==> src/rtl/bmv_pkg.sv <==
package bmv_pkg;

    typedef enum logic [3:0] {
        ST_IDLE,
        ST_I_CHECK,
        ST_I_WAIT_REQ,
        ST_I_DATA,
        ST_I_ACK,
        ST_T_REQ,
        ST_T_WAIT_ACK,
        ST_T_PUSH,
        ST_T_WAIT_NACK
    } mv_state_e;

    localparam int          PH_LSB     = 24;
    localparam int          PH_W       = 3;
    localparam logic [2:0]  PH_MSG_OUT = 3'b110;
    localparam logic [2:0]  PH_MSG_IN  = 3'b111;

endpackage

==> src/rtl/bmv_sync.sv <==
module bmv_sync #(
    parameter int W      = 2,
    parameter int STAGES = 2
) (
    input  logic         clk,
    input  logic         rst_n,
    input  logic [W-1:0] d,
    output logic [W-1:0] q
);
    logic [W-1:0] stg [STAGES];

    for (genvar s = 0; s < STAGES; s++) begin : g_stage
        if (s == 0) begin : g_first
            always_ff @(posedge clk) begin
                if (!rst_n) stg[0] <= '0;
                else        stg[0] <= d;
            end
        end else begin : g_next
            always_ff @(posedge clk) begin
                if (!rst_n) stg[s] <= '0;
                else        stg[s] <= stg[s-1];
            end
        end
    end

    assign q = stg[STAGES-1];
endmodule

==> src/rtl/bmv_down_counter.sv <==
module bmv_down_counter #(
    parameter int W = 24
) (
    input  logic         clk,
    input  logic         rst_n,
    input  logic         load,
    input  logic [W-1:0] load_val,
    input  logic         dec,
    output logic [W-1:0] value,
    output logic         is_one,
    output logic         is_zero
);
    logic [W-1:0] cnt_q;

    always_ff @(posedge clk) begin
        if (!rst_n)                   cnt_q <= '0;
        else if (load)                cnt_q <= load_val;
        else if (dec && cnt_q != '0)  cnt_q <= cnt_q - 1'b1;
    end

    assign value   = cnt_q;
    assign is_one  = (cnt_q == W'(1));
    assign is_zero = (cnt_q == '0);

    // one byte moved lowers the count by exactly one
    a_r6_step_one: assert property (@(posedge clk) disable iff (!rst_n)
        ($past(dec) && !$past(load) && $past(cnt_q) != '0) |-> (cnt_q == $past(cnt_q) - 1'b1));
endmodule

==> src/rtl/scsi_move_engine.sv <==
module scsi_move_engine
    import bmv_pkg::*;
#(
    parameter int CNT_W       = 24,
    parameter int DATA_W      = 8,
    parameter int SYNC_STAGES = 2
) (
    input  logic              clk,
    input  logic              rst_n,
    input  logic              start,
    input  logic [31:0]       instr,
    input  logic              target_mode,
    input  logic              set_atn,
    input  logic              clr_ack,
    input  logic [2:0]        bus_phase_in,
    input  logic              bus_req_in,
    input  logic              bus_ack_in,
    input  logic [DATA_W-1:0] bus_data_in,
    output logic [2:0]        bus_phase_out,
    output logic              bus_phase_oe,
    output logic              bus_req_out,
    output logic              bus_ack_out,
    output logic              bus_atn_out,
    output logic [DATA_W-1:0] bus_data_out,
    output logic              bus_data_oe,
    output logic [DATA_W-1:0] to_mem_data,
    output logic              to_mem_valid,
    input  logic              to_mem_ready,
    input  logic [DATA_W-1:0] from_mem_data,
    input  logic              from_mem_valid,
    output logic              from_mem_ready,
    output logic              busy,
    output logic              done,
    output logic              mismatch_irq,
    output logic [CNT_W-1:0]  count_left
);
    mv_state_e         state_q, state_d;
    logic [PH_W-1:0]   phase_q, phase_d;
    logic              tgt_q, tgt_d;
    logic [DATA_W-1:0] byte_q, byte_d;
    logic              req_q, req_d, ack_q, ack_d, atn_q, atn_d;
    logic              done_q, done_d, irq_q, irq_d;
    logic              cnt_load, cnt_dec, cnt_one, cnt_zero;
    logic [1:0]        hs_s;
    logic              req_s, ack_s, dir_in;
    logic [31:27]      instr_unused;

    assign instr_unused = instr[31:27];

    bmv_sync #(.W(2), .STAGES(SYNC_STAGES)) u_sync (
        .clk(clk), .rst_n(rst_n), .d({bus_ack_in, bus_req_in}), .q(hs_s)
    );
    assign req_s = hs_s[0];
    assign ack_s = hs_s[1];

    bmv_down_counter #(.W(CNT_W)) u_cnt (
        .clk(clk), .rst_n(rst_n), .load(cnt_load), .load_val(instr[CNT_W-1:0]),
        .dec(cnt_dec), .value(count_left), .is_one(cnt_one), .is_zero(cnt_zero)
    );

    // inbound = byte travels from bus toward memory
    assign dir_in = tgt_q ? ~phase_q[0] : phase_q[0];

    // state register
    always_ff @(posedge clk) begin
        if (!rst_n) begin
            state_q <= ST_IDLE;
            phase_q <= '0;
            tgt_q   <= 1'b0;
            byte_q  <= '0;
            req_q   <= 1'b0;
            ack_q   <= 1'b0;
            atn_q   <= 1'b0;
            done_q  <= 1'b0;
            irq_q   <= 1'b0;
        end else begin
            state_q <= state_d;
            phase_q <= phase_d;
            tgt_q   <= tgt_d;
            byte_q  <= byte_d;
            req_q   <= req_d;
            ack_q   <= ack_d;
            atn_q   <= atn_d;
            done_q  <= done_d;
            irq_q   <= irq_d;
        end
    end

    // outputs
    always_comb begin
        busy           = (state_q != ST_IDLE);
        to_mem_valid   = (state_q == ST_I_DATA && dir_in) || (state_q == ST_T_PUSH);
        from_mem_ready = (state_q == ST_I_DATA && !dir_in) || (state_q == ST_T_REQ && !dir_in);
        to_mem_data    = byte_q;
        bus_data_out   = byte_q;
        bus_data_oe    = busy && !dir_in;
        bus_phase_out  = phase_q;
        bus_phase_oe   = busy && tgt_q;
        bus_req_out    = req_q;
        bus_ack_out    = ack_q;
        bus_atn_out    = atn_q;
        done           = done_q;
        mismatch_irq   = irq_q;
    end

    // next state
    always_comb begin
        state_d  = state_q;
        phase_d  = phase_q;
        tgt_d    = tgt_q;
        byte_d   = byte_q;
        req_d    = req_q;
        ack_d    = ack_q;
        atn_d    = atn_q | set_atn;
        done_d   = 1'b0;
        irq_d    = 1'b0;
        cnt_load = 1'b0;
        cnt_dec  = 1'b0;
        unique case (state_q)
            ST_IDLE: begin
                if (clr_ack) ack_d = 1'b0;
                if (start) begin
                    phase_d  = instr[PH_LSB +: PH_W];
                    tgt_d    = target_mode;
                    cnt_load = 1'b1;
                    if (instr[CNT_W-1:0] == '0) done_d  = 1'b1;
                    else if (target_mode)       state_d = ST_T_REQ;
                    else                        state_d = ST_I_CHECK;
                end
            end
            ST_I_CHECK: begin
                if (bus_phase_in != phase_q) begin
                    irq_d   = 1'b1;
                    state_d = ST_IDLE;
                end else begin
                    state_d = ST_I_WAIT_REQ;
                end
            end
            ST_I_WAIT_REQ: begin
                if (req_s) begin
                    if (bus_phase_in != phase_q) begin
                        irq_d   = 1'b1;
                        state_d = ST_IDLE;
                    end else begin
                        byte_d  = bus_data_in;
                        state_d = ST_I_DATA;
                    end
                end
            end
            ST_I_DATA: begin
                if ((to_mem_valid && to_mem_ready) || (from_mem_ready && from_mem_valid)) begin
                    if (!dir_in) byte_d = from_mem_data;
                    ack_d   = 1'b1;
                    cnt_dec = 1'b1;
                    state_d = ST_I_ACK;
                    if (cnt_one && phase_q == PH_MSG_OUT) atn_d = 1'b0;
                end
            end
            ST_I_ACK: begin
                if (!req_s) begin
                    if (cnt_zero) begin
                        done_d  = 1'b1;
                        state_d = ST_IDLE;
                        if (phase_q != PH_MSG_IN) ack_d = 1'b0;
                    end else begin
                        ack_d   = 1'b0;
                        state_d = ST_I_WAIT_REQ;
                    end
                end
            end
            ST_T_REQ: begin
                if (dir_in) begin
                    req_d   = 1'b1;
                    state_d = ST_T_WAIT_ACK;
                end else if (from_mem_valid) begin
                    byte_d  = from_mem_data;
                    req_d   = 1'b1;
                    state_d = ST_T_WAIT_ACK;
                end
            end
            ST_T_WAIT_ACK: begin
                if (ack_s) begin
                    if (dir_in) begin
                        byte_d  = bus_data_in;
                        state_d = ST_T_PUSH;
                    end else begin
                        req_d   = 1'b0;
                        cnt_dec = 1'b1;
                        state_d = ST_T_WAIT_NACK;
                    end
                end
            end
            ST_T_PUSH: begin
                if (to_mem_ready) begin
                    req_d   = 1'b0;
                    cnt_dec = 1'b1;
                    state_d = ST_T_WAIT_NACK;
                end
            end
            ST_T_WAIT_NACK: begin
                if (!ack_s) begin
                    if (cnt_zero) begin
                        done_d  = 1'b1;
                        state_d = ST_IDLE;
                    end else begin
                        state_d = ST_T_REQ;
                    end
                end
            end
            default: state_d = ST_IDLE;
        endcase
    end

    // ACK rises only in answer to a synchronized REQ
    a_r11_ack_after_req: assert property (@(posedge clk) disable iff (!rst_n)
        $rose(ack_q) |-> req_s);

    // a new REQ is raised only while the synchronized ACK is low
    a_r5_req_after_ack_low: assert property (@(posedge clk) disable iff (!rst_n)
        $rose(req_q) |-> !ack_s);

    // a mismatch leaves the engine idle with the count untouched
    a_r3_irq_idle_count_kept: assert property (@(posedge clk) disable iff (!rst_n)
        irq_q |-> (state_q == ST_IDLE) && $stable(count_left));

    // completion is reported only once the engine is idle
    a_r7_done_when_idle: assert property (@(posedge clk) disable iff (!rst_n)
        done_q |-> (state_q == ST_IDLE) && !req_q);

    // an initiator Message-Out move finishes with ATN released
    a_r8_atn_released: assert property (@(posedge clk) disable iff (!rst_n)
        (done_q && !tgt_q && phase_q == PH_MSG_OUT && !set_atn) |-> !atn_q);

    // a Message-In move finishes with ACK still asserted
    a_r9_ack_held: assert property (@(posedge clk) disable iff (!rst_n)
        (done_q && !tgt_q && phase_q == PH_MSG_IN && count_left == '0 && $past(busy)) |-> ack_q);
endmodule

==> config.mk <==
export PLATFORM = sky130hd
export DESIGN_NAME = scsi_move_engine
export DESIGN_NICKNAME = d
export VERILOG_FILES = /design/src/rtl/bmv_pkg.sv /design/src/rtl/bmv_sync.sv /design/src/rtl/bmv_down_counter.sv /design/src/rtl/scsi_move_engine.sv
export SDC_FILE = /design/constraint.sdc
export NUM_CORES = 1
export LEC_CHECK = 0
export CORE_AREA = 8 8 72 122
export DETAILED_ROUTE_END_ITERATION = 8
export DIE_AREA = 0 0 80 130
export PLACE_DENSITY = 0.78
export SYNTH_ARGS = -nofsm -noshare
export SYNTH_HDL_FRONTEND = slang
export SYNTH_SLANG_ARGS = --single-unit
==> constraint.sdc <==
create_clock -name clk -period 6.9 [get_ports clk]
set_input_delay 0.69 -clock clk [delete_from_list [all_inputs] [get_ports clk]]
set_output_delay 0.69 -clock clk [all_outputs]
set_load 0.005 [all_outputs]
* Word level (Yosys, flattened, before mapping)
Memories as Yosys holds them, arrays and structs flattened.
Cells that the tools add are included.
W data, S select, Z words.
** Storage, ports and cells
- Register bits after elaboration :: 45
- Latch bits :: 0
- Memory bits (writable) :: 4
- Bits in read-only memories :: 0
- Word-level logic and storage cells :: 136
- Memories :: 1
** Cells by class
- $add $sub $neg :: 1
- Multipliers :: 0
- Div/mod/pow operators :: 0
- Magnitude comparators :: 0
- Equality and inequality tests :: 29
- Shifts and indexed selects :: 0
- Multiplexer cells :: 64
- Bitwise logic cells :: 4
- Reduce and logical (&&, ||, !) cells :: 27
** Memory list
- u_sync.stg :: words 2, bits a word 2, rd ports 2, clocked after memory_dff 0, wr ports 2, line bmv_sync.sv:10 : logic [W-1:0] stg [STAGES];
** Operator list (count)
- $mux W8 :: 8
- $logic_not A24 Y1 :: 2
- $mux W24 :: 2
- $mux W4 :: 11
- $pmux W4 S9 :: 1
- $pmux W8 S4 :: 1
- $mux W1 :: 29
- $ne A2 B2 Y1 const B :: 14
- $eq A24 B1 Y1 const B :: 1
- $reduce_bool A24 Y1 :: 1
- $sub A24 B1 Y24 const B :: 1
- $reduce_and A9 Y1 :: 2
- $eq A4 B3 Y1 const B :: 4
- $pmux W1 S3 :: 4
- $mux W2 :: 5
- $reduce_and A5 Y1 :: 2
- $logic_and A1 B1 Y1 :: 9
- $ne A3 B3 Y1 const B :: 3
- $eq A4 B2 Y1 const B :: 2
- $reduce_bool A4 Y1 :: 2
- $mux W3 :: 2
- $reduce_bool A3 Y1 :: 2
- $eq A4 B1 Y1 const B :: 1
- $eq A4 B4 Y1 const B :: 1
- 11 further kinds :: 15

* Logic depth before layout (Yosys ltp)
- Depth in word-level cells :: 12
- Mapped depth :: 9
- Mapped depth without buffers :: 8

* Cells and area by module
Synthesis repeated with hierarchy kept, for this count alone.
** Unflattened totals
- Cells, all modules :: 364
- Area, all modules :: 3116.7 um^2
** By module, submodules not included
- scsi_move_engine :: times used 1, cells an instance 177, area each 1527.7 um^2, sequential area each 420.4 um^2
- bmv_down_counter :: times used 1, cells an instance 179, area each 1483.9 um^2, sequential area each 480.5 um^2
- bmv_sync :: times used 1, cells an instance 8, area each 105.1 um^2, sequential area each 80.1 um^2

* Worst setup path before layout
OpenSTA, ideal clock, no wires.
- Path type :: input -> register
- Start :: input port bus_phase_in[1]
- End :: register byte_q[0] (netlist: bus_data_out[0])
- Arrival :: 2111 ps
- Required time :: 6772 ps
- Path slack :: 4661 ps
- Stages on the path :: 7
- Cells stage by stage :: xor2_1 -> nor3_1 -> a211oi_1 -> or4b_1 -> buf_2 -> mux2i_1 -> nor2_1
** Between the ends
- Word-level cells in the longest chain between the ends :: 3
** RTL lines
- start, declared :: line scsi_move_engine.sv:15 : input logic [2:0] bus_phase_in,
- $ne A3 B3 Y1 :: line scsi_move_engine.sv:141 : if (bus_phase_in != phase_q) begin
- $ne A2 B2 Y1 (no source line)
- $reduce_and A9 Y1 (no source line)
- end signal, assigned :: line scsi_move_engine.sv:80 : byte_q <= byte_d;
- end, declared :: line scsi_move_engine.sv:40 : logic [DATA_W-1:0] byte_q, byte_d;
No other way between the ends.
A chain may end at the register's enable or synchronous reset.

* Worst setup path after layout
- Start :: register state_q[2]
- End :: register u_cnt.cnt_q[5] (netlist: u_cnt.value[5])
** Between the ends
- Word-level cells in the longest chain between the ends :: 9
- Elaborated cells on any way between the ends :: 19
- Classes of those cells :: eq/ne (4); mux (4); reduce/logical (11)
** RTL lines
- start, declared :: line scsi_move_engine.sv:37 : mv_state_e state_q, state_d;
- start signal, assigned :: line scsi_move_engine.sv:77 : state_q <= state_d;
- $eq A4 B2 Y1 / $eq A4 B3 Y1 (equally long branches) :: line scsi_move_engine.sv:92, scsi_move_engine.sv:93, scsi_move_engine.sv:119
- $logic_and A1 B1 Y1 (on tied branches) :: line scsi_move_engine.sv:92, scsi_move_engine.sv:93
- $logic_or A1 B1 Y1 (on tied branches) :: line scsi_move_engine.sv:92, scsi_move_engine.sv:93
- $logic_and A1 B1 Y1 :: line scsi_move_engine.sv:151 : if ((to_mem_valid && to_mem_ready) || (from_mem_ready && from_mem_valid)) begin
- $logic_or A1 B1 Y1 :: line scsi_move_engine.sv:151
- $mux W1 :: line scsi_move_engine.sv:151
- $pmux W1 S3 :: line scsi_move_engine.sv:119 : unique case (state_q)
- $logic_and A1 B1 Y1 :: line bmv_down_counter.sv:18 : else if (dec && cnt_q != '0) cnt_q <= cnt_q - 1'b1;
- $reduce_bool A2 Y1 (no source line)
- end signal, assigned :: line bmv_down_counter.sv:17 : else if (load) cnt_q <= load_val;
- end signal, assigned :: line bmv_down_counter.sv:18
- end, declared :: line bmv_down_counter.sv:13 : logic [W-1:0] cnt_q;
Several ways; a longest one is shown, not always the timed one.

==> impl_summary.log <==
INFO  metric power.combinational.fraction = about half
INFO  metric ys.flop_type = sky130_fd_sc_hd__dfxtp_1
INFO  metric avgViaCountPerCell = 6.053
INFO  metric cellLeakagePower = between 1 and 1.5 nW
INFO  metric global_route.usage.total = between 10% and 20%
INFO  metric net_switching_share_of_the_total_power = between 40% and 50%
INFO  metric area_growth_syn_to_layout = 38.96%
INFO  metric final.period_utilization = 46.16%
INFO  metric ys.warnings.count = 0
INFO  metric average_instance_area_after_synthesis = between 8 and 9 um2
INFO  metric timing.critical_path.max_delay_family = compound AO/OA/AOI/OAI gates
INFO  metric worst_path_cell_trace = inv_2, nor2_1, nand3_1, a21oi_2, mux2_2, o21a_1
INFO  metric cts_resized = 0
INFO  metric post_cts_buffers = 0
INFO  metric tritoncts = done
INFO  metric max_clock_freq = 314.0 MHz
INFO  metric finalMaxSlewViolations = 0
INFO  metric design.portCount = about 110
INFO  metric synth_top_cell_area_share = 32.22%
INFO  metric remaining_antenna_violation_count_after_routing = 0
INFO  metric core_area = roughly 7100 um2
INFO  metric hp-class = reg2reg
INFO  metric row_cnt = a little over 40
INFO  metric run_status = complete, no violations
INFO  metric yosys-top-cells-area = sky130_fd_sc_hd__dfxtp_1, sky130_fd_sc_hd__o21ai_0, sky130_fd_sc_hd__nor2_1, sky130_fd_sc_hd__mux2i_1, sky130_fd_sc_hd__nand2_1
INFO  metric rsz0062_at_grt = false
INFO  metric route.detailed.wl_per_inst = around 19 um
INFO  metric worst_skew_pair.late_latency = a little under 0.3 ns
INFO  metric clock_power_share = between 10% and 20%
INFO  metric mappedNetlistNets = 440
INFO  metric yosysSeqAreaShare = 32.22%
INFO  metric drc_errors = 0
INFO  metric grt_start_max_net_pins = 44
INFO  metric hold_violation_total_from_the_final_report = 0
INFO  metric antenna_found_initial = 0
INFO  metric cts_root_buffer = sky130_fd_sc_hd__clkbuf_16
INFO  metric cts-hold-fix-buffers = 0
INFO  metric most_area_hungry_cell_type_in_the_yosys_netlist = sky130_fd_sc_hd__dfxtp_1
INFO  metric first_pass_grt_wire_length = 16.24 mm
INFO  metric place.port_buffers = between 100 and 150
INFO  metric detailedRoute.firstIterationViolations = 260
INFO  metric timing.setup.tns = 0 ns
INFO  metric clk_path_buf_depth = 2
INFO  metric overflow = 0
INFO  metric antennaDiodeCount = 0
INFO  metric power.sequential.fraction = around 32%
INFO  metric cp.buffers_inverters = 1
INFO  metric cts_inserted_buffers = 5
INFO  metric switchingPower = a little over 0.0006 W
INFO  metric ys_seq_elements = between 40 and 50
INFO  metric floorplan.initialDensity = a little over two fifths
INFO  metric maxCapViolCount = 0
INFO  metric die_y = 130 um
INFO  metric critPathRequiredTime = about 7.1 ns
INFO  metric drt-pass1-iter-count = 5
INFO  metric number_of_nets_in_the_finished_design = about 520
INFO  metric synth_enable_flop_cells = 0
INFO  metric netlist_area = slightly above 3000 um2
INFO  metric fp.dieW = 80 um
INFO  metric synthMostInstantiatedCell = sky130_fd_sc_hd__dfxtp_1
INFO  metric placer_congestion_estimate = 0.9189
INFO  metric critPathKind = reg2reg
INFO  metric end_kind = flip-flop
INFO  metric route.vias.total = 3305
INFO  metric worst_clock_skew = 0.004276 ns
INFO  metric period_minus_slack = approximately 3.2 ns
INFO  metric ir_drop = about 220 uV
INFO  metric worst_slew_margin_rel = around 29%
INFO  metric share_of_synthesized_registers_carrying_an_async_set_or_reset = 0%
INFO  metric htree_num_levels = 2
INFO  metric holdWs = approximately 0.43 ns
INFO  metric worst_path_max_delay_cell = sky130_fd_sc_hd__a21oi_2
INFO  metric routed_wirelength = ~10 mm
INFO  metric worst_path_largest_cell_delay = 0.75 ns
INFO  metric critical_path_at = 3.38 ns
INFO  metric cp-start-kind = flip-flop
INFO  metric internal_power = between 0.0009 and 0.001 W
INFO  metric die_area = about 10000 um2
INFO  metric post_route_cells_drive_above_1_share = 6.087%
INFO  metric final_hpwl_from_detailed_placement = 7.751 mm
INFO  metric post_synth_num_cell_types = 61
INFO  metric finalSetupViolCount = 0
INFO  metric clk_pin_slew = 0.07 ns
INFO  metric timing_worst_slew_pin_value = roughly 1.1 ns
INFO  metric ranking_of_synthesized_cells_by_instance_count = sky130_fd_sc_hd__dfxtp_1, sky130_fd_sc_hd__nor2_1, sky130_fd_sc_hd__nand2_1, sky130_fd_sc_hd__o21ai_0, sky130_fd_sc_hd__a21oi_1
INFO  metric power.density = 361.1 nW/um2
INFO  metric postSynthCellCount = 377
INFO  metric cts.sinks = 49
INFO  metric worstPathMaxFanout = 18
INFO  metric first_global_vias = around 3300
==> final timing paths <==
path	start	endpoint	slack, ns	cells past startpoint
worst max-delay path	state_q[2]$_SDFFE_PN0P_	u_cnt.value[5]$_SDFFE_PN0P_	3.72	6
worst min-delay path	u_sync.stg[0][1]$_SDFF_PN0_	u_sync.stg[1][1]$_SDFF_PN0_	0.43	1
worst max register to register	state_q[2]$_SDFFE_PN0P_	u_cnt.value[5]$_SDFFE_PN0P_	3.72	6
worst min register to register	u_sync.stg[0][1]$_SDFF_PN0_	u_sync.stg[1][1]$_SDFF_PN0_	0.43	1
==> final cells by class <==
| cell class | count | area (um2) |
|---|---|---|
| tap | 86 | 107.6 |
| clock inverter | 1 | 30.03 |
| multi-input combinational | 285 | 1847 |
| timing repair buffer | 109 | 1089 |
| clock buffer | 7 | 142.6 |
| inverter | 9 | 33.78 |
| fill | 647 | 2849 |
| sequential | 49 | 980.9 |
==> routing by layer <==
layer	wire length, um	track usage [%]	up-vias
met4	369	10.24	0
met1	3693	19.49	1537
met5	0	0	-
met2	5393	35.39	174
met3	777	4.752	31
li1	-	-	1563
==> power by group through the flow <==
stage          registers, W  logic (W)  clock network [W]
2_1_floorplan      0.000437   0.000485                  0
3_3_place_gp       0.000486   0.000727                  0
3_5_place_dp       0.000490   0.000739                  0
4_1_cts            0.000486   0.000747           0.000295
5_1_grt            0.000504   0.000813           0.000305
6_report           0.000490   0.000747           0.000290
==> state kept, by name, indices dropped and copies added (netlist names), 3 cells and up <==
signal / cells
bus_data_out: 8
bus_phase_out: 3
state_q: 4
u_cnt.value: 24
u_sync.stg: 4
==> logic make-up (layout without fill, tap and decap cells) <==
family                   after synthesis  after routing  synth area share, %
XOR/XNOR                              13             13                4.234
flip-flops                            49             49                32.22
multiplexers                          21             21                7.275
adder cells (fa/ha/maj)                2              2               0.8219
buffers and inverters                 43            126                7.110
AO/OA/AOI/OAI                         99             99                22.11
AND/OR/NAND/NOR                      150            150                26.22
==> metrics by stage <==
step                      cells  power (W)  util [%]  setup WS, ns  area [um2]
after floorplan             377  0.0009226         -         4.661        3044
after global placement      538   0.001213     57.32         3.695        4058
after detailed placement    538   0.001229     57.32         3.633        4058
after CTS                   546   0.001528     59.76         3.746        4230
after global routing        546   0.001622     59.76         3.538        4230
final                       546   0.001527     59.76         3.715        4230
==> cells in the final DEF (no fill, tap or decap), drive strengths merged, types with 5 or more instances in the layout <==
master / instances
a31oi: 10
nand2: 30
o41ai: 6
nor2: 34
dfxtp: 49
nand3: 9
and2: 7
nor3: 15
a211oi: 12
o21ai: 31
nand4: 5
xor2: 5
clkdlybuf4s50: 108
nor4: 14
mux2i: 12
inv: 9
or3: 9
clkbuf: 7
mux2: 9
xnor2: 8
a21oi: 19
(Power assumes the default switching activity.)
